[src/rtl/xfer_pkg.sv]
package xfer_pkg;

    typedef enum logic [0:0] {
        ST_IDLE = 1'b0,
        ST_RUN  = 1'b1
    } chan_state_e;

    localparam logic [2:0] SEL_SRC     = 3'd0;
    localparam logic [2:0] SEL_DST     = 3'd1;
    localparam logic [2:0] SEL_CNT     = 3'd2;
    localparam logic [2:0] SEL_SRC_RLD = 3'd3;
    localparam logic [2:0] SEL_DST_RLD = 3'd4;
    localparam logic [2:0] SEL_CNT_RLD = 3'd5;

    localparam logic [1:0] CLASS_PRX = 2'd1;
    localparam logic [1:0] CLASS_PTX = 2'd2;

    function automatic logic [2:0] width_bytes(input logic [1:0] code);
        unique case (code)
            2'd0:    width_bytes = 3'd1;
            2'd1:    width_bytes = 3'd2;
            default: width_bytes = 3'd4;
        endcase
    endfunction

endpackage

[src/rtl/xfer_beat_sizer.sv]
module xfer_beat_sizer #(
    parameter int CNT_W = 24
) (
    input  logic [1:0]       cfg_width,
    input  logic [CNT_W-1:0] remain,
    output logic [1:0]       eff_width
);
    always_comb begin
        if (cfg_width >= 2'd2 && remain >= CNT_W'(4))
            eff_width = 2'd2;
        else if (cfg_width >= 2'd1 && remain >= CNT_W'(2))
            eff_width = 2'd1;
        else
            eff_width = 2'd0;
    end
endmodule

[src/rtl/xfer_addr_stepper.sv]
module xfer_addr_stepper #(
    parameter int ADDR_W = 32,
    parameter int RLD_W  = 31
) (
    input  logic              clk,
    input  logic              rst_n,
    input  logic              live_wr,
    input  logic [ADDR_W-1:0] live_data,
    input  logic              shadow_wr,
    input  logic [RLD_W-1:0]  shadow_data,
    input  logic              reload,
    input  logic              step,
    input  logic [2:0]        step_bytes,
    output logic [ADDR_W-1:0] addr
);
    logic [ADDR_W-1:0] addr_q;
    logic [RLD_W-1:0]  shadow_q;

    always_ff @(posedge clk or negedge rst_n) begin
        if (!rst_n) begin
            shadow_q <= '0;
        end else if (shadow_wr) begin
            shadow_q <= shadow_data;
        end
    end

    always_ff @(posedge clk or negedge rst_n) begin
        if (!rst_n) begin
            addr_q <= '0;
        end else if (reload) begin
            addr_q <= ADDR_W'(shadow_q);
        end else if (step) begin
            addr_q <= addr_q + ADDR_W'(step_bytes);
        end else if (live_wr) begin
            addr_q <= live_data;
        end
    end

    assign addr = addr_q;

    assert_addr_hold_R5: assert property (@(posedge clk) disable iff (!rst_n)
        (!reload && !step && !live_wr) |=> $stable(addr));

endmodule

[src/rtl/xfer_count_ctrl.sv]
module xfer_count_ctrl
    import xfer_pkg::*;
#(
    parameter int CNT_W = 24
) (
    input  logic             clk,
    input  logic             rst_n,
    input  logic             go,
    input  logic             cnt_wr,
    input  logic [CNT_W-1:0] cnt_data,
    input  logic             crld_wr,
    input  logic [CNT_W-1:0] crld_data,
    input  logic             crld_arm,
    input  logic             rd_beat,
    input  logic [2:0]       beat_bytes,
    output logic [CNT_W-1:0] count,
    output logic             active,
    output logic             armed,
    output logic             ctz_pulse,
    output logic             rld_pulse,
    output logic             reload_now,
    output logic             beat_ok
);
    chan_state_e      state_q, state_d;
    logic [CNT_W-1:0] count_q, shadow_cnt_q;
    logic             armed_q, ctz_q, rld_q;
    logic             hits_zero;

    assign beat_ok    = (state_q == ST_RUN) && rd_beat;
    assign hits_zero  = beat_ok && (count_q <= CNT_W'(beat_bytes));
    assign reload_now = hits_zero && armed_q;

    always_comb begin
        state_d = state_q;
        unique case (state_q)
            ST_IDLE: if (go && count_q != '0)        state_d = ST_RUN;   // START
            ST_RUN:  if (hits_zero && !armed_q)      state_d = ST_IDLE;  // FINISH
            default:                                 state_d = ST_IDLE;
        endcase
    end

    always_ff @(posedge clk or negedge rst_n) begin
        if (!rst_n) state_q <= ST_IDLE;
        else        state_q <= state_d;
    end

    always_ff @(posedge clk or negedge rst_n) begin
        if (!rst_n) begin
            count_q      <= '0;
            shadow_cnt_q <= '0;
            armed_q      <= 1'b0;
            ctz_q        <= 1'b0;
            rld_q        <= 1'b0;
        end else begin
            ctz_q <= hits_zero;
            rld_q <= reload_now;
            if (reload_now)                        // CHAIN
                count_q <= shadow_cnt_q;
            else if (beat_ok)
                count_q <= count_q - CNT_W'(beat_bytes);
            else if (cnt_wr && state_q == ST_IDLE)
                count_q <= cnt_data;
            if (crld_wr) begin
                shadow_cnt_q <= crld_data;
                armed_q      <= crld_arm;
            end else if (reload_now) begin
                armed_q      <= 1'b0;
            end
        end
    end

    assign count     = count_q;
    assign active    = (state_q == ST_RUN);
    assign armed     = armed_q;
    assign ctz_pulse = ctz_q;
    assign rld_pulse = rld_q;

    assert_stop_flags_ctz_R7: assert property (@(posedge clk) disable iff (!rst_n)
        $fell(active) |-> ctz_pulse);

    assert_chain_keeps_run_R8: assert property (@(posedge clk) disable iff (!rst_n)
        rld_pulse |-> (active && ctz_pulse));

    assert_arm_clears_R8: assert property (@(posedge clk) disable iff (!rst_n)
        (rld_pulse && !$past(crld_wr)) |-> !armed);

    assert_count_locked_R2: assert property (@(posedge clk) disable iff (!rst_n)
        (active && cnt_wr && !rd_beat) |=> $stable(count));

endmodule

[src/rtl/chan_xfer_tracker.sv]
module chan_xfer_tracker
    import xfer_pkg::*;
#(
    parameter int ADDR_W  = 32,
    parameter int RLD_W   = 31,
    parameter int CNT_W   = 24,
    parameter int BURST_W = 5
) (
    input  logic               clk,
    input  logic               rst_n,
    input  logic [1:0]         cfg_src_width,
    input  logic               cfg_src_inc,
    input  logic               cfg_dst_inc,
    input  logic [1:0]         cfg_req_class,
    input  logic [BURST_W-1:0] cfg_burst,
    input  logic               chan_go,
    input  logic               reg_wr,
    input  logic [2:0]         reg_sel,
    input  logic [ADDR_W-1:0]  reg_wdata,
    input  logic               rd_beat,
    input  logic               wr_beat,
    input  logic [1:0]         wr_width,
    output logic [ADDR_W-1:0]  src_addr,
    output logic [ADDR_W-1:0]  dst_addr,
    output logic [CNT_W-1:0]   byte_count,
    output logic [1:0]         rd_width,
    output logic [BURST_W:0]   burst_len,
    output logic               ctz_pulse,
    output logic               rld_pulse,
    output logic               chan_active,
    output logic               rld_armed
);
    localparam int NUM_PTR = 2;

    logic              reload_now, beat_ok;
    logic              src_inc_eff, dst_inc_eff;
    logic [NUM_PTR-1:0] live_wr, shadow_wr, step;
    logic [2:0]        step_bytes [NUM_PTR];
    logic [ADDR_W-1:0] ptr        [NUM_PTR];

    assign src_inc_eff = cfg_src_inc && (cfg_req_class != CLASS_PRX);
    assign dst_inc_eff = cfg_dst_inc && (cfg_req_class != CLASS_PTX);

    xfer_beat_sizer #(.CNT_W(CNT_W)) u_sizer (
        .cfg_width (cfg_src_width),
        .remain    (byte_count),
        .eff_width (rd_width)
    );

    xfer_count_ctrl #(.CNT_W(CNT_W)) u_ctrl (
        .clk        (clk),
        .rst_n      (rst_n),
        .go         (chan_go),
        .cnt_wr     (reg_wr && reg_sel == SEL_CNT),
        .cnt_data   (reg_wdata[CNT_W-1:0]),
        .crld_wr    (reg_wr && reg_sel == SEL_CNT_RLD),
        .crld_data  (reg_wdata[CNT_W-1:0]),
        .crld_arm   (reg_wdata[ADDR_W-1]),
        .rd_beat    (rd_beat),
        .beat_bytes (width_bytes(rd_width)),
        .count      (byte_count),
        .active     (chan_active),
        .armed      (rld_armed),
        .ctz_pulse  (ctz_pulse),
        .rld_pulse  (rld_pulse),
        .reload_now (reload_now),
        .beat_ok    (beat_ok)
    );

    always_comb begin
        live_wr[0]    = reg_wr && reg_sel == SEL_SRC && !chan_active;
        live_wr[1]    = reg_wr && reg_sel == SEL_DST && !chan_active;
        shadow_wr[0]  = reg_wr && reg_sel == SEL_SRC_RLD;
        shadow_wr[1]  = reg_wr && reg_sel == SEL_DST_RLD;
        step[0]       = beat_ok && src_inc_eff;
        step[1]       = wr_beat && dst_inc_eff;
        step_bytes[0] = width_bytes(rd_width);
        step_bytes[1] = width_bytes(wr_width);
    end

    for (genvar i = 0; i < NUM_PTR; i++) begin : g_ptr
        xfer_addr_stepper #(.ADDR_W(ADDR_W), .RLD_W(RLD_W)) u_step (
            .clk         (clk),
            .rst_n       (rst_n),
            .live_wr     (live_wr[i]),
            .live_data   (reg_wdata),
            .shadow_wr   (shadow_wr[i]),
            .shadow_data (reg_wdata[RLD_W-1:0]),
            .reload      (reload_now),
            .step        (step[i]),
            .step_bytes  (step_bytes[i]),
            .addr        (ptr[i])
        );
    end

    assign src_addr  = ptr[0];
    assign dst_addr  = ptr[1];
    assign burst_len = {1'b0, cfg_burst} + 1'b1;

    assert_width_fits_R3: assert property (@(posedge clk) disable iff (!rst_n)
        chan_active |-> (CNT_W'(width_bytes(rd_width)) <= byte_count));

    assert_idle_no_count_R4: assert property (@(posedge clk) disable iff (!rst_n)
        (!chan_active && rd_beat && !reg_wr) |=> $stable(byte_count));

endmodule

[config.mk]
export PLATFORM = sky130hd
export DESIGN_NAME = chan_xfer_tracker
export DESIGN_NICKNAME = d
export VERILOG_FILES = /design/src/rtl/xfer_pkg.sv /design/src/rtl/xfer_beat_sizer.sv /design/src/rtl/xfer_addr_stepper.sv /design/src/rtl/xfer_count_ctrl.sv /design/src/rtl/chan_xfer_tracker.sv
export SDC_FILE = /design/constraint.sdc
export NUM_CORES = 1
export LEC_CHECK = 0
export BUFFER_PORTS_ARGS = -buffer_cell sky130_fd_sc_hd__buf_2
export CAP_MARGIN = 30
export CORE_MARGIN = 2
export CORE_UTILIZATION = 60
export CTS_CLUSTER_DIAMETER = 30
export DETAILED_ROUTE_END_ITERATION = 16
export GPL_TIMING_DRIVEN = 0
export PLACE_DENSITY = 0.82
export SYNTH_ARGS = -nofsm -noshare
export SYNTH_HDL_FRONTEND = slang
export SYNTH_SLANG_ARGS = --single-unit
[constraint.sdc]
create_clock -name clk -period 8.4 [get_ports clk]
set_clock_uncertainty 0.1 [all_clocks]
set_input_delay 0.84 -clock clk [delete_from_list [all_inputs] [get_ports clk]]
set_output_delay 0.84 -clock clk [all_outputs]
set_load 0.02 [all_outputs]
After elaboration in Yosys (flattened, before gate mapping)
Index checks and enable logic that the tools add are counted.

word-level totals
  register bits = 178
  bits of input ports = 54
  output and inout bits = 100
  logic and storage cells = 77

cells by class
  add/sub/neg operators = 4
  magnitude comparators = 5
  equality and inequality tests = 9
  muxes and demuxes = 18
  bitwise logic cells = 1
  reduce and logical (&&, ||, !) cells = 30

operators by type and width
  kind                 number
  $mux 32              6
  $mux 24              3
  $add 32x3->32        2
  $ge 24x2->1 const B  1
  $ge 24x3->1 const B  1
  $le 24x3->1          1
  $reduce_bool 24->1   1
  $sub 24x3->24        1
  $logic_and 1x1->1    20
  $pmux 3 s2           2
  $reduce_bool 3->1    3
  $add 5x1->6 const B  1
  $eq 3x2->1 const B   2
  $eq 3x3->1 const B   2
  $mux 1               5
  $eq 2x1->1 const B   2
  $logic_not 2->1      2
  $eq 3x1->1 const B   1
  $logic_not 3->1      1
  $ge 2x1->1 const B   1
  $ge 2x2->1 const B   1
  $logic_not 1->1      2
  $mux 2               1
  $ne 2x1->1 const B   1
  4 further kinds      4

Depth between registers and ports, before layout
Gate-level depths: netlist (run 1).

  depth in word-level cells = 11
  mapped depth = 17
  gate-level depth less buffers = 14

Cells and area by module
A second synthesis (run 1) with hierarchy kept.

unflattened totals
  cell total of the unflattened synthesis = 998
  area, all modules = 10,207.3 µm²

modules (own cells, without submodules)
  module                               instances  cells each  area each (µm²)  sequential area each (µm²)
  xfer_addr_stepper (g_ptr[0].u_step)  1          345         3,603.5          1,576.5
  xfer_addr_stepper (g_ptr[1].u_step)  1          341         3,483.3          1,576.5
  xfer_count_ctrl                      1          272         2,881.5          1,301.2
  chan_xfer_tracker                    1          29          167.7            0.0
  xfer_beat_sizer                      1          11          71.3             0.0

Least setup slack after synthesis (run 1)
No wires, ideal clock.

  path kind = reg-to-reg
  start point = register u_ctrl.count_q[17] (netlist: u_ctrl.count[17])
  end point = register u_ctrl.count_q[12] (netlist: u_ctrl.count[12])
  library setup time = 124 ps
  arrival time = 3,993 ps
  required time = 8,176 ps
  slack = 4,183 ps
  cell stages (with the launch flop) = 16
  path buffers = 2
  clock period less this slack = 4,217 ps
  cells stage by stage = dfrtp_1 nor3_1 nand4b_2 or2_2 o21ai_0 inv_1 nor2_1 inv_1 fa_1 a21oi_1 o21ai_0 or4_1 buf_6 buf_6 a221oi_2 nor2_1

on the way
  cells in the longest elaborated chain, start to end = 10
  elaborated cells on any way between the ends = 16
  those cells by class = add/sub: 1; order compare: 3; eq/ne: 1; mux: 5; reduce/logical: 6

ends and longest elaborated chain
  item                                                           RTL line                 text
  from (decl)                                                    xfer_count_ctrl.sv:25    logic [CNT_W-1:0] count_q, shadow_cnt_q;
  from (signal assigned)                                         xfer_count_ctrl.sv:58    count_q <= shadow_cnt_q;
  from (signal assigned)                                         xfer_count_ctrl.sv:60    count_q <= count_q - CNT_W'(beat_bytes);
  from (signal assigned)                                         xfer_count_ctrl.sv:62    count_q <= cnt_data;
  $ge 24x2->1                                                    xfer_beat_sizer.sv:11    else if (cfg_width >= 2'd1 && remain >= CNT_W'(2))
  $logic_and 1x1->1                                              xfer_beat_sizer.sv:11
  $mux 1                                                         xfer_beat_sizer.sv:11
  $mux 2 (*)                                                     xfer_beat_sizer.sv:9     if (cfg_width >= 2'd2 && remain >= CNT_W'(4))
  named net rd_width[0]                                          chan_xfer_tracker.sv:26  output logic [1:0] rd_width,
  $eq 2x1->1 or $logic_not 2->1 (tied branches)                  xfer_pkg.sv:19           unique case (code)
  $pmux 3 s2 (*)                                                 xfer_pkg.sv:19
  $le 24x3->1                                                    xfer_count_ctrl.sv:30    assign hits_zero = beat_ok && (count_q <= CNT_W'(beat_bytes));
  $logic_and 1x1->1                                              xfer_count_ctrl.sv:30
  $logic_and 1x1->1                                              xfer_count_ctrl.sv:31    assign reload_now = hits_zero && armed_q;
  $reduce_bool 3->1 (no source line) or $mux 24 (tied branches)  --

Mark *: on every way through the listed nets, which the timed path passes. The rest lies on a longest branch.
A chain may end at the register's enable or synchronous reset.

Final worst setup path (run 1)
  start point = register u_ctrl.count_q[14] (netlist: u_ctrl.count[14])
  end point = register g_ptr[1].u_step.addr_q[20]

on the way
  cells in the longest elaborated chain, start to end = 10
  elaborated cells on any way between the ends = 14
  those cells by class = order compare: 3; eq/ne: 1; mux: 4; reduce/logical: 6

ends and longest elaborated chain
  item                                                           RTL line                 text
  $ge 24x2->1                                                    xfer_beat_sizer.sv:11
  $logic_and 1x1->1                                              xfer_beat_sizer.sv:11
  $mux 1                                                         xfer_beat_sizer.sv:11
  $mux 2                                                         xfer_beat_sizer.sv:9
  $eq 2x1->1 or $logic_not 2->1 (tied branches)                  xfer_pkg.sv:19
  $pmux 3 s2                                                     xfer_pkg.sv:19
  $le 24x3->1 (*)                                                xfer_count_ctrl.sv:30
  $logic_and 1x1->1 (*)                                          xfer_count_ctrl.sv:30
  $logic_and 1x1->1 (*)                                          xfer_count_ctrl.sv:31
  $reduce_bool 3->1 (no source line) or $mux 32 (tied branches)  --
  to (signal assigned)                                           xfer_addr_stepper.sv:31  addr_q <= ADDR_W'(shadow_q);
  to (signal assigned)                                           xfer_addr_stepper.sv:33  addr_q <= addr_q + ADDR_W'(step_bytes);
  to (signal assigned)                                           xfer_addr_stepper.sv:35  addr_q <= live_data;
  to (decl)                                                      xfer_addr_stepper.sv:16  logic [ADDR_W-1:0] addr_q;

Mark *: on every way between the ends. The rest lies on a longest branch, timed or not.

==> flow_summary.json, run 1 <==
{
  "status": "finished clean",
  "ys_ff_latch": 178,
  "via_count": 9646,
  "synthFlopType": "dfrtp_1",
  "swShare_pct": 33.2,
  "synth-async-reset-ratio_pct": 100,
  "wl_met1_um": 12700,
  "dieArea_um2": 17500,
  "clk_latency_ns": 0.44,
  "drive_gt1_share_pct": 24.9,
  "cts_max_level": 4,
  "cpLargestDelayFamily": "simple AND/OR/NAND/NOR gates",
  "maxSlewViolCount": 0,
  "critical_path_class": "reg -> reg",
  "route.met3.wl_um": 3950,
  "n_fill_cell": 1261,
  "clk_pin_slew_worst_paths_ns": 0.06,
  "critPathMaxFanout": 10,
  "period_minus_slack_ns": 5.06,
  "synth_top_family_by_area": "simple AND/OR/NAND/NOR gates",
  "die-width_um": 132,
  "period_share_pct": 60.3,
  "yosys.area_share.simple_pct": 19.9,
  "slowest_delay_ns": 0.57,
  "path_cells": "nor3_2, nand4b_2, or2_2, o32ai_1, ha_1, inv_1, fa_1, a21oi_1, o21ai_0, nor4_2, buf_4, clkbuf_1, o21ai_0",
  "critPathRequiredTime_ns": 8.58,
  "grt_max_degree": 106,
  "holdWs_ns": 0.342,
  "die_h_um": 132,
  "total_power_mw": 2.63,
  "ys_warn_count": 0,
  "synth_cell_types": 76,
  "dr.pass1.iters": 6,
  "coreArea_um2": 16000,
  "pwr-share-seq_pct": 45.0,
  "synth_top_area_share_pct": 45.2,
  "dp.cells": 1399,
  "crit_path_end_kind": "register",
  "r2r_start": "u_ctrl.count[14]$_DFFE_PN0P_",
  "wirelength_um": 33100,
  "slew_headroom_pct": 37.3,
  "syn_area_per_cell_um2": 9.60,
  "overflow": 0,
  "syn-instance-count": 1027,
  "grt_usage_pct": 38.2,
  "stdcell_count": 1430,
  "critPathSlowestCell": "clkbuf_1",
  "grt_pass1_wl_um": 51400,
  "cts_resized": 0,
  "drc": 0,
  "synth_compound_area_share_pct": 17.0,
  "route.met2.wl_um": 14800,
  "root_buffer": "clkbuf_16",
  "syn2layout_area_growth_pct": 16.8,
  "tritoncts": "done",
  "num_rows": 46,
  "grt_pass1_vias": 9219,
  "tightest_slew_ns": 0.936,
  "pre_cts_slack_ns": 3.44,
  "layout_commonest_cell": "dfrtp_1",
  "clockPowerShare_pct": 30.6,
  "p_int_mw": 1.75,
  "fmax_mhz": 198,
  "numPortBuffers": 153,
  "crit_arrival_ns": 5.24,
  "dp_hpwl_um": 23500,
  "p_leak_nw": 4.95,
  "clk_path_buf_depth": 2,
  "ys_seq_area_share_pct": 45.2,
  "max_cap_viol_count": 0,
  "path_buf_inv": 3,
  "cts_buffers": 17,
  "final_cell_mix": "dfrtp_1 (178), buf_2 (166), nand2_1 (125)",
  "synth_xor_area_share_pct": 2.31,
  "wl_per_cell_um": 23.2,
  "crit_start": "u_ctrl.count[14]$_DFFE_PN0P_",
  "start_util_pct": 61.6,
  "hold_class": "in -> async",
  "synth_edf_count": 0,
  "ant_nets": 0,
  "io_pins": 154,
  "ys_top_cells_by_area": "dfrtp_1 (45%), mux2_2 (9.9%), nand2_1 (4.8%)",
  "synth_area_um2": 9860,
  "cts.sinks": 178,
  "viasPerCell": 6.75,
  "synth_area_leader_cell": "dfrtp_1",
  "setup_violations": 0,
  "hold_buffers": 0,
  "p_sw_mw": 0.873,
  "powerDensity_nw_per_um2": 228,
  "synthMuxAreaShare_pct": 10.6,
  "startpoint_type": "register",
  "combPwrFrac_pct": 24.4,
  "place.gp.congestion": 0.978,
  "cpMostUsedCell": "o21ai_0",
  "rsz0062_at_grt": "no",
  "post_cts_buffers": 0,
  "setup_tns_ns": 0,
  "drt_iter0_drc": 1357,
  "synthAdderAreaFrac_pct": 1.88,
  "antenna_found_initial": 0,
  "hold_viol": 0,
  "vdd_ir_drop_max_uv": 172,
  "fin_ws_ns": 3.34,
  "synthesis.nets": 1094,
  "final_nets": 1269,
  "top_layer_used": "met4"
}
## routing by layer
metal	GRT usage, %	vias up
met1	51.5	4643
met5	0	-
li1	-	4168
met3	9.46	148
met2	57.9	687
met4	18.8	0
## metrics by stage
| step | utilization (%) | cell area (um2) |
|---|---|---|
| CTS | 72.0 | 11500 |
| global placement | 68.1 | 10900 |
| finish | 72.0 | 11500 |
| floorplan | - | 9860 |
| global route | 72.0 | 11500 |
| detailed placement | 68.4 | 10900 |
## registers in the layout (all words and copies together), names as in the netlist
signal / flops
u_ctrl.count: 24
g_ptr.u_step.shadow_q: 62
u_ctrl.armed: 1
u_ctrl.shadow_cnt_q: 24
u_ctrl.active: 1
g_ptr.u_step.addr: 64
u_ctrl.ctz_pulse: 1
u_ctrl.rld_pulse: 1
## layout make-up
type	count	area, um2	area share [%]
Antenna cell	1	2.50	0.0217
Sequential cell	178	4450	38.7
Clock inverter	5	104	0.901
Timing Repair Buffer	156	815	7.07
Clock buffer	25	465	4.04
Multi-Input combinational cell	776	5100	44.3
Tap cell	216	270	2.35
Inverter	15	56.3	0.489
Buffer	58	254	2.20
## cells in the mapped netlist (6+ instances only)
cell,instances
a211o_1,7
a211oi_1,14
a21oi_1,54
a31oi_1,14
and3_1,10
buf_2,14
clkbuf_1,36
dfrtp_1,178
ha_1,10
inv_1,15
mux2_2,87
mux2i_1,7
nand2_1,125
nand3_1,44
nand4_1,29
nor2_1,100
nor2b_1,6
nor3_1,17
nor4_1,6
o211ai_1,17
o21ai_0,47
o21ai_1,10
o221ai_1,11
o22ai_1,11
o31ai_1,15
or4_1,6
xnor2_1,17
xor2_1,9
## worst paths after layout
check,endpoint,slack [ns],cells past startpoint
setup / recovery,g_ptr[1].u_step.addr[20]$_DFFE_PN0P_,3.34,13
hold / removal,g_ptr[0].u_step.shadow_q[2]$_DFFE_PN0P_,0.34,1
setup reg to reg,g_ptr[1].u_step.addr[20]$_DFFE_PN0P_,3.34,13
hold reg to reg,g_ptr[0].u_step.addr[20]$_DFFE_PN0P_,0.37,2
max in group asynchronous,u_ctrl.count[14]$_DFFE_PN0P_,6.97,2
min in group clk,g_ptr[0].u_step.addr[20]$_DFFE_PN0P_,0.37,2
## power by group through the flow
stage,clock [mW],combinational (mW),sequential (mW)
finish,0.803,0.642,1.18
global placement,0,0.609,1.18
detailed placement,0,0.630,1.19
floorplan,0,0.337,1.23
CTS,0.806,0.635,1.17
global route,0.839,0.692,1.20
## kinds of logic after synthesis
logic type / count (synthesis)
XOR/XNOR: 26
buffers and inverters: 73
adder cells (fa/ha/maj): 13
multiplexers: 94
flip-flops: 178
AND/OR/NAND/NOR: 391
AO/OA/AOI/OAI: 252
## worst register-to-register path, cell delays in order (launching register included)
cell and delay, ns:
dfrtp_1 0.44, nor3_2 0.35, nand4b_2 0.32, or2_2 0.40, o32ai_1 0.54, ha_1 0.28
inv_1 0.06, fa_1 0.47, a21oi_1 0.17, o21ai_0 0.24, nor4_2 0.51, buf_4 0.25
clkbuf_1 0.57, o21ai_0 0.20
Power figures use the tool's default switching activity.
==> inputs of run 2 (changes only) <==
- ABC_AREA: unset -> 1
- CORE_UTILIZATION: 60 -> 59
- PLACE_DENSITY: 0.82 -> 0.79
- clock period: 8.4 -> 5.3 ns (I/O delays scaled with it)
==> run 2 against run 1 <==
Against the previous run:
- the flow now finishes with violations (negative hold slack)
- critical endpoint is now g_ptr[1].u_step.addr[16]$_DFFE_PN0P_
- sequential power up 56%
- highest routed layer unchanged
- combinational power grew 67%
- critical path depth is 5 higher
- sequential share of layout area shrank 5.1 points
- synthesized area is 18% higher
- wire length is 25% higher
- worst setup slack lost 2.4 ns
- sequential cell count unchanged
- clock-buffer cell count is 5 lower
==> flow_summary.json, run 2 <==
{
  "status": "complete, but fails checks",
  "violations": "negative hold slack",
  "cpMostUsedCell": "nand2_1",
  "overflow": 0,
  "cts_buffers": 17,
  "pwr-share-seq_pct": 44.7,
  "synth-async-reset-ratio_pct": 100,
  "synth_edf_count": 0,
  "hold_buffers": 0,
  "drive_gt1_share_pct": 11.9,
  "viasPerCell": 5.66,
  "wl_per_cell_um": 18.3,
  "syn_area_per_cell_um2": 6.41,
  "grt_pass1_vias": 11423,
  "dp.cells": 2229,
  "clk_pin_slew_worst_paths_ns": 0.07,
  "critPathRequiredTime_ns": 5.52,
  "slowest_delay_ns": 0.46,
  "dieArea_um2": 20800,
  "fmax_mhz": 231,
  "via_count": 12802,
  "dp_hpwl_um": 31600,
  "period_share_pct": 81.7,
  "clk_path_buf_depth": 2,
  "rsz0062_at_grt": "no",
  "final_nets": 2050,
  "ys_ff_latch": 178,
  "clk_latency_ns": 0.44,
  "critPathMaxFanout": 10,
  "route.met3.wl_um": 4390,
  "synth_area_um2": 11600,
  "synth_top_area_share_pct": 38.4,
  "dpl-instance-area_um2": 12700,
  "start_util_pct": 59.8,
  "grt_max_degree": 98,
  "startpoint_type": "register",
  "stdcell_count": 2261,
  "synth_common_cells": "nand2_1 (781), inv_1 (182), dfrtp_1 (178), o21ai_0 (161), nor2_1 (149)",
  "holdWs_ns": -0.00127,
  "clockPowerShare_pct": 29.2,
  "yosysMostFrequentCell": "nand2_1",
  "period_minus_slack_ns": 4.33,
  "coreArea_um2": 19400,
  "dr.pass1.iters": 7,
  "synth_cell_types": 35,
  "top_layer_used": "met4",
  "ant_nets": 0,
  "p_leak_nw": 6.99,
  "antenna_found_initial": 0,
  "combPwrFrac_pct": 26.1,
  "layout_commonest_cell": "nand2_1",
  "syn2layout_area_growth_pct": 14.5,
  "synthFlopType": "dfrtp_1",
  "ys_seq_area_share_pct": 38.4,
  "die-width_um": 144,
  "cts.sinks": 178,
  "io_pins": 154,
  "cts_resized": 0,
  "wirelength_um": 41500,
  "hold_viol": 1,
  "p_sw_mw": 1.55,
  "setup_violations": 0,
  "grt_pass1_wl_um": 63200,
  "largest_reg_flops": 64,
  "slew_headroom_pct": 46.8,
  "route.met2.wl_um": 18500,
  "root_buffer": "clkbuf_16",
  "vdd_ir_drop_max_uv": 260,
  "num_rows": 51,
  "setup_tns_ns": 0,
  "critical_path_class": "reg -> reg",
  "wl_met1_um": 16700,
  "crit_arrival_ns": 4.55,
  "maxSlewViolCount": 0,
  "post_cts_buffers": 0,
  "synthesis.nets": 1877,
  "drc": 0,
  "powerDensity_nw_per_um2": 310,
  "place.gp.congestion": 0.990,
  "cts_max_level": 4,
  "ys_warn_count": 0,
  "numPortBuffers": 153,
  "hold_class": "in -> async",
  "tritoncts": "done",
  "critPathSlowestCell": "dfrtp_1",
  "final_cell_mix": "nand2_1 (781), inv_1 (182), dfrtp_1 (178)",
  "p_int_mw": 2.57,
  "swShare_pct": 37.6,
  "synth_area_leader_cell": "dfrtp_1",
  "ys_top_cells_by_area": "dfrtp_1 (38%), nand2_1 (25%), o21ai_0 (6.9%)",
  "final_cell_area_um2": 13300,
  "die_h_um": 144,
  "path_cells": "nor2_1, nand2_1, nor2_2, nand2_1, nor2_1, nand2_1, o21ai_0, ha_1, inv_1, fa_1, nand2_1, nand2_4, a21oi_1, nand3_4, clkbuf_1, or2_0, nand3_1, nand2_1",
  "max_cap_viol_count": 0,
  "drt_iter0_drc": 1328,
  "antenna_cells": 0,
  "tightest_slew_ns": 0.798,
  "grt_usage_pct": 40.4,
  "crit_path_end_kind": "register",
  "syn-instance-count": 1810,
  "total_power_mw": 4.12
}
[run 2: cell types whose count changed in the layout (fill, tap and decap cells not counted), moves of 15 or more]
| cell | change |
|---|---|
| nand2_1 | +656 |
| inv_1 | +167 |
| o21ai_0 | +114 |
| nand3_1 | +92 |
| mux2_2 | -87 |
| nor2_1 | +49 |
| a21oi_1 | -38 |
| nand3b_1 | +20 |
| or2_0 | +20 |
| nand4_1 | -17 |
| o31ai_1 | -15 |
[run 2: per-stage QoR]
stage / setup slack (ns) / hold WS [ns] / utilization, %
floorplan: 1.74 / 0.134 / -
global placement: 0.658 / 0.359 / 65.5
detailed placement: 1.10 / 0.367 / 65.7
CTS: 1.06 / 0.0160 / 68.5
global route: 0.646 / 0.0454 / 68.5
finish: 0.970 / -0.00127 / 68.5
[run 2: cells by family after synthesis]
kind of cell	Yosys count	synth area share [%]
buffers and inverters	256	8.81
DFF	178	38.4
AOI/OAI and AO/OA	200	8.93
and+or+nand+nor	1146	41.0
xor gates and xnor gates	17	1.28
adders and majority gates	13	1.60
[run 2: cell type report]
cell class | instances | area, um2
buffer | 67 | 312
clock buffer | 20 | 447
clock inverter | 12 | 101
fill | 1868 | 6110
inverter | 189 | 711
multi-input combinational | 1376 | 6120
sequential | 178 | 4450
tap | 265 | 332
timing repair buffer | 154 | 803
[run 2: worst max-delay path: cells and delay by family, from the launching register on]
| kind | cells | cell delay, ns |
|---|---|---|
| DFF | 1 | 0.46 |
| adders and majority gates | 2 | 0.63 |
| buffers and inverters | 2 | 0.49 |
| and+or+nand+nor | 12 | 2.02 |
| AOI/OAI and AO/OA | 2 | 0.51 |
[run 2: power by group through the flow]
stage / clock network (mW) / registers (mW) / logic (mW)
2_1_floorplan: 0 / 1.92 / 0.576
3_3_place_gp: 0 / 1.85 / 1.03
3_5_place_dp: 0 / 1.85 / 1.06
4_1_cts: 1.20 / 1.83 / 1.06
5_1_grt: 1.26 / 1.87 / 1.20
6_report: 1.20 / 1.84 / 1.07
[run 2: final timing paths]
kind / slack (ns) / from / end / cells past startpoint
setup / recovery: 0.97 / u_ctrl.count[11]$_DFFE_PN0P_ / g_ptr[1].u_step.addr[16]$_DFFE_PN0P_ / 18
hold / removal: -0.001 / rst_n / u_ctrl.count[18]$_DFFE_PN0P_ / 1
setup reg to reg: 0.97 / u_ctrl.count[11]$_DFFE_PN0P_ / g_ptr[1].u_step.addr[16]$_DFFE_PN0P_ / 18
hold reg to reg: 0.39 / g_ptr[0].u_step.shadow_q[18]$_DFFE_PN0P_ / g_ptr[0].u_step.shadow_q[18]$_DFFE_PN0P_ / 2
max in group asynchronous: 4.17 / rst_n / g_ptr[1].u_step.addr[2]$_DFFE_PN0P_ / 2
min in group clk: 0.32 / reg_wdata[29] / g_ptr[1].u_step.shadow_q[29]$_DFFE_PN0P_ / 3
[run 2: routing by layer]
layer	vias to the layer above	track usage [%]
met5	-	0
met3	125	8.01
met2	712	62.9
met1	5960	54.9
li1	6005	-
met4	0	17.9
==> inputs of run 3 (changes only) <==
- CORE_UTILIZATION: 59 -> 53
- PLACE_DENSITY: 0.79 -> 0.75
- clock period: 5.3 -> 3.5 ns (I/O delays scaled with it)
==> run 3 against run 2 <==
Against the previous run:
- the run now ends clean
- cell count increased by 2.4%
- register-to-register slack worse by 0.95 ns
- cell area is 5.1% higher
- clock power grew 71%
- via count increased by 1.0%
- clock-buffer cell count is 2 lower
- sequential power grew 52%
- critical path type unchanged
- largest power group unchanged
==> flow_summary.json, run 3 (synthesized netlist as in run 2, its figures left out) <==
{
  "die-width_um": 152,
  "drive_gt1_share_pct": 15.8,
  "numPortBuffers": 153,
  "io_pins": 154,
  "dieArea_um2": 23100,
  "critPathSlowestCell": "dfrtp_2",
  "final_cell_mix": "nand2_1 (775), inv_1 (178), dfrtp_1 (161)",
  "die_h_um": 152,
  "setup_tns_ns": 0,
  "stdcell_count": 2315,
  "dr.pass1.iters": 5,
  "antenna_cells": 0,
  "period_share_pct": 99.5,
  "total_power_mw": 6.61,
  "path_cells": "nor2_2, nand2_1, nor2_4, nand2_4, nor2_4, nand2_2, o21ai_4, ha_2, inv_2, fa_2, nand2_2, nand2_4, nor2_4, nor2_2, nor2_4, nand3_4, clkbuf_4, o211ai_1, nand2_1",
  "n_fill_cell": 2037,
  "drt_iter0_drc": 1493,
  "cts.sinks": 178,
  "crit_path_end_kind": "register",
  "fmax_mhz": 287,
  "start_util_pct": 53.7,
  "slowest_delay_ns": 0.45,
  "wirelength_um": 42900,
  "clk_path_buf_depth": 2,
  "vdd_ir_drop_max_uv": 364,
  "ant_nets": 0,
  "startpoint_type": "register",
  "via_count": 12931,
  "overflow": 0,
  "wl_per_cell_um": 18.5,
  "cpMostUsedCell": "nor2_4",
  "max_cap_viol_count": 0,
  "setup_violations": 0,
  "drc": 0,
  "clk_latency_ns": 0.45,
  "place.gp.congestion": 0.945,
  "hold_viol": 0,
  "cts_buffers": 17,
  "maxSlewViolCount": 0,
  "antenna_found_initial": 0,
  "status": "finished clean",
  "root_buffer": "clkbuf_16",
  "grt_pass1_wl_um": 66300,
  "powerDensity_nw_per_um2": 473,
  "grt_usage_pct": 36.5,
  "final_nets": 2089,
  "dp.cells": 2244,
  "critPathMaxFanout": 10,
  "num_rows": 54,
  "crit_arrival_ns": 3.71,
  "cts_max_level": 4,
  "p_leak_nw": 7.27,
  "slew_headroom_pct": 50.4,
  "period_minus_slack_ns": 3.48,
  "dp_hpwl_um": 31700,
  "viasPerCell": 5.59,
  "syn2layout_area_growth_pct": 20.3,
  "tightest_slew_ns": 0.744,
  "grt_max_degree": 114,
  "largest_reg_flops": 64,
  "critPathRequiredTime_ns": 3.73,
  "clk_pin_slew_worst_paths_ns": 0.07,
  "path_buf_inv": 2,
  "grt_pass1_vias": 11978,
  "tritoncts": "done",
  "cpLargestDelayFamily": "simple AND/OR/NAND/NOR gates",
  "layout_commonest_cell": "nand2_1",
  "hold_class": "in -> reg",
  "critical_path_class": "reg -> reg",
  "coreArea_um2": 21600
}
run 3: cell types whose count changed in the layout (fill, tap and decap cells not counted), sizes merged:
cell / change
clkbuf: +2
nand3: +2
clkinv: -2
clkinvlp: +1
buf: +32
bufinv: +3
dlygate4sd3: +1
run 3: power by group:
part | internal [mW] | switching [mW]
combinational | 0.620 | 1.13
sequential | 2.41 | 0.393
clock | 1.13 | 0.912
total | 4.17 | 2.44
run 3: worst reg2reg max path, cell delays in order (launching register included):
cell and delay (ns):
dfrtp_2 0.45, nor2_2 0.15, nand2_1 0.10, nor2_4 0.14, nand2_4 0.08, nor2_4 0.14
nand2_2 0.09, o21ai_4 0.08, ha_2 0.20, inv_2 0.06, fa_2 0.36, nand2_2 0.11
nand2_4 0.09, nor2_4 0.13, nor2_2 0.06, nor2_4 0.20, nand3_4 0.19, clkbuf_4 0.31
o211ai_1 0.26, nand2_1 0.07
run 3: path summary, 6_finish.rpt:
path / from / end / slack [ns] / cells past startpoint
worst max-delay path: u_ctrl.count[14]$_DFFE_PN0P_ / u_ctrl.count[12]$_DFFE_PN0P_ / 0.02 / 19
worst min-delay path: reg_wdata[29] / g_ptr[0].u_step.shadow_q[29]$_DFFE_PN0P_ / 0.11 / 3
worst max register to register: u_ctrl.count[14]$_DFFE_PN0P_ / u_ctrl.count[12]$_DFFE_PN0P_ / 0.02 / 19
worst min register to register: g_ptr[0].u_step.shadow_q[20]$_DFFE_PN0P_ / g_ptr[0].u_step.shadow_q[20]$_DFFE_PN0P_ / 0.38 / 2
max in group asynchronous: rst_n / g_ptr[1].u_step.shadow_q[22]$_DFFE_PN0P_ / 1.99 / 3
min in group asynchronous: rst_n / u_ctrl.count[13]$_DFFE_PN0P_ / 0.34 / 2
run 3: final cells by class:
cell class                      instances  area [um2]  area share [%]
Multi-Input combinational cell       1378        6300            45.2
Sequential cell                       178        4480            32.1
Timing Repair Buffer                  191        1110            7.93
Inverter                              189         719            5.15
Clock buffer                           18         429            3.07
Buffer                                 67         394            2.82
Tap cell                              280         350            2.51
Clock inverter                         14         180            1.29
run 3: per-stage QoR:
stage          util, %  hold slack, ns  setup slack [ns]  instance area, um2
5_1_grt           64.6           0.140           -0.0457               14000
4_1_cts           62.9           0.106           0.00293               13600
3_5_place_dp      59.0           0.236            -0.705               12800
6_report          64.6           0.110            0.0188               14000
2_1_floorplan        -         -0.0456            0.0529               11600
3_3_place_gp      58.8           0.360            -0.964               12700
run 3: timing repair:
action	4_1_cts	5_1_grt
setup buffers	8	26
endpoints found under the hold margin	65	0
hold buffers	1	0
cloned	3	1
pin swaps	6	23
gates resized for setup	42	48
endpoints found under the setup margin	89	88
run 3: routing by layer:
| layer | vias to the layer above | track usage (%) | wire [um] |
|---|---|---|---|
| met3 | 118 | 7.33 | 4220 |
| met2 | 680 | 57.4 | 19600 |
| met4 | 0 | 14.3 | 1670 |
| met1 | 6048 | 49.9 | 17500 |
| li1 | 6085 | - | - |
| met5 | - | 0 | 0 |
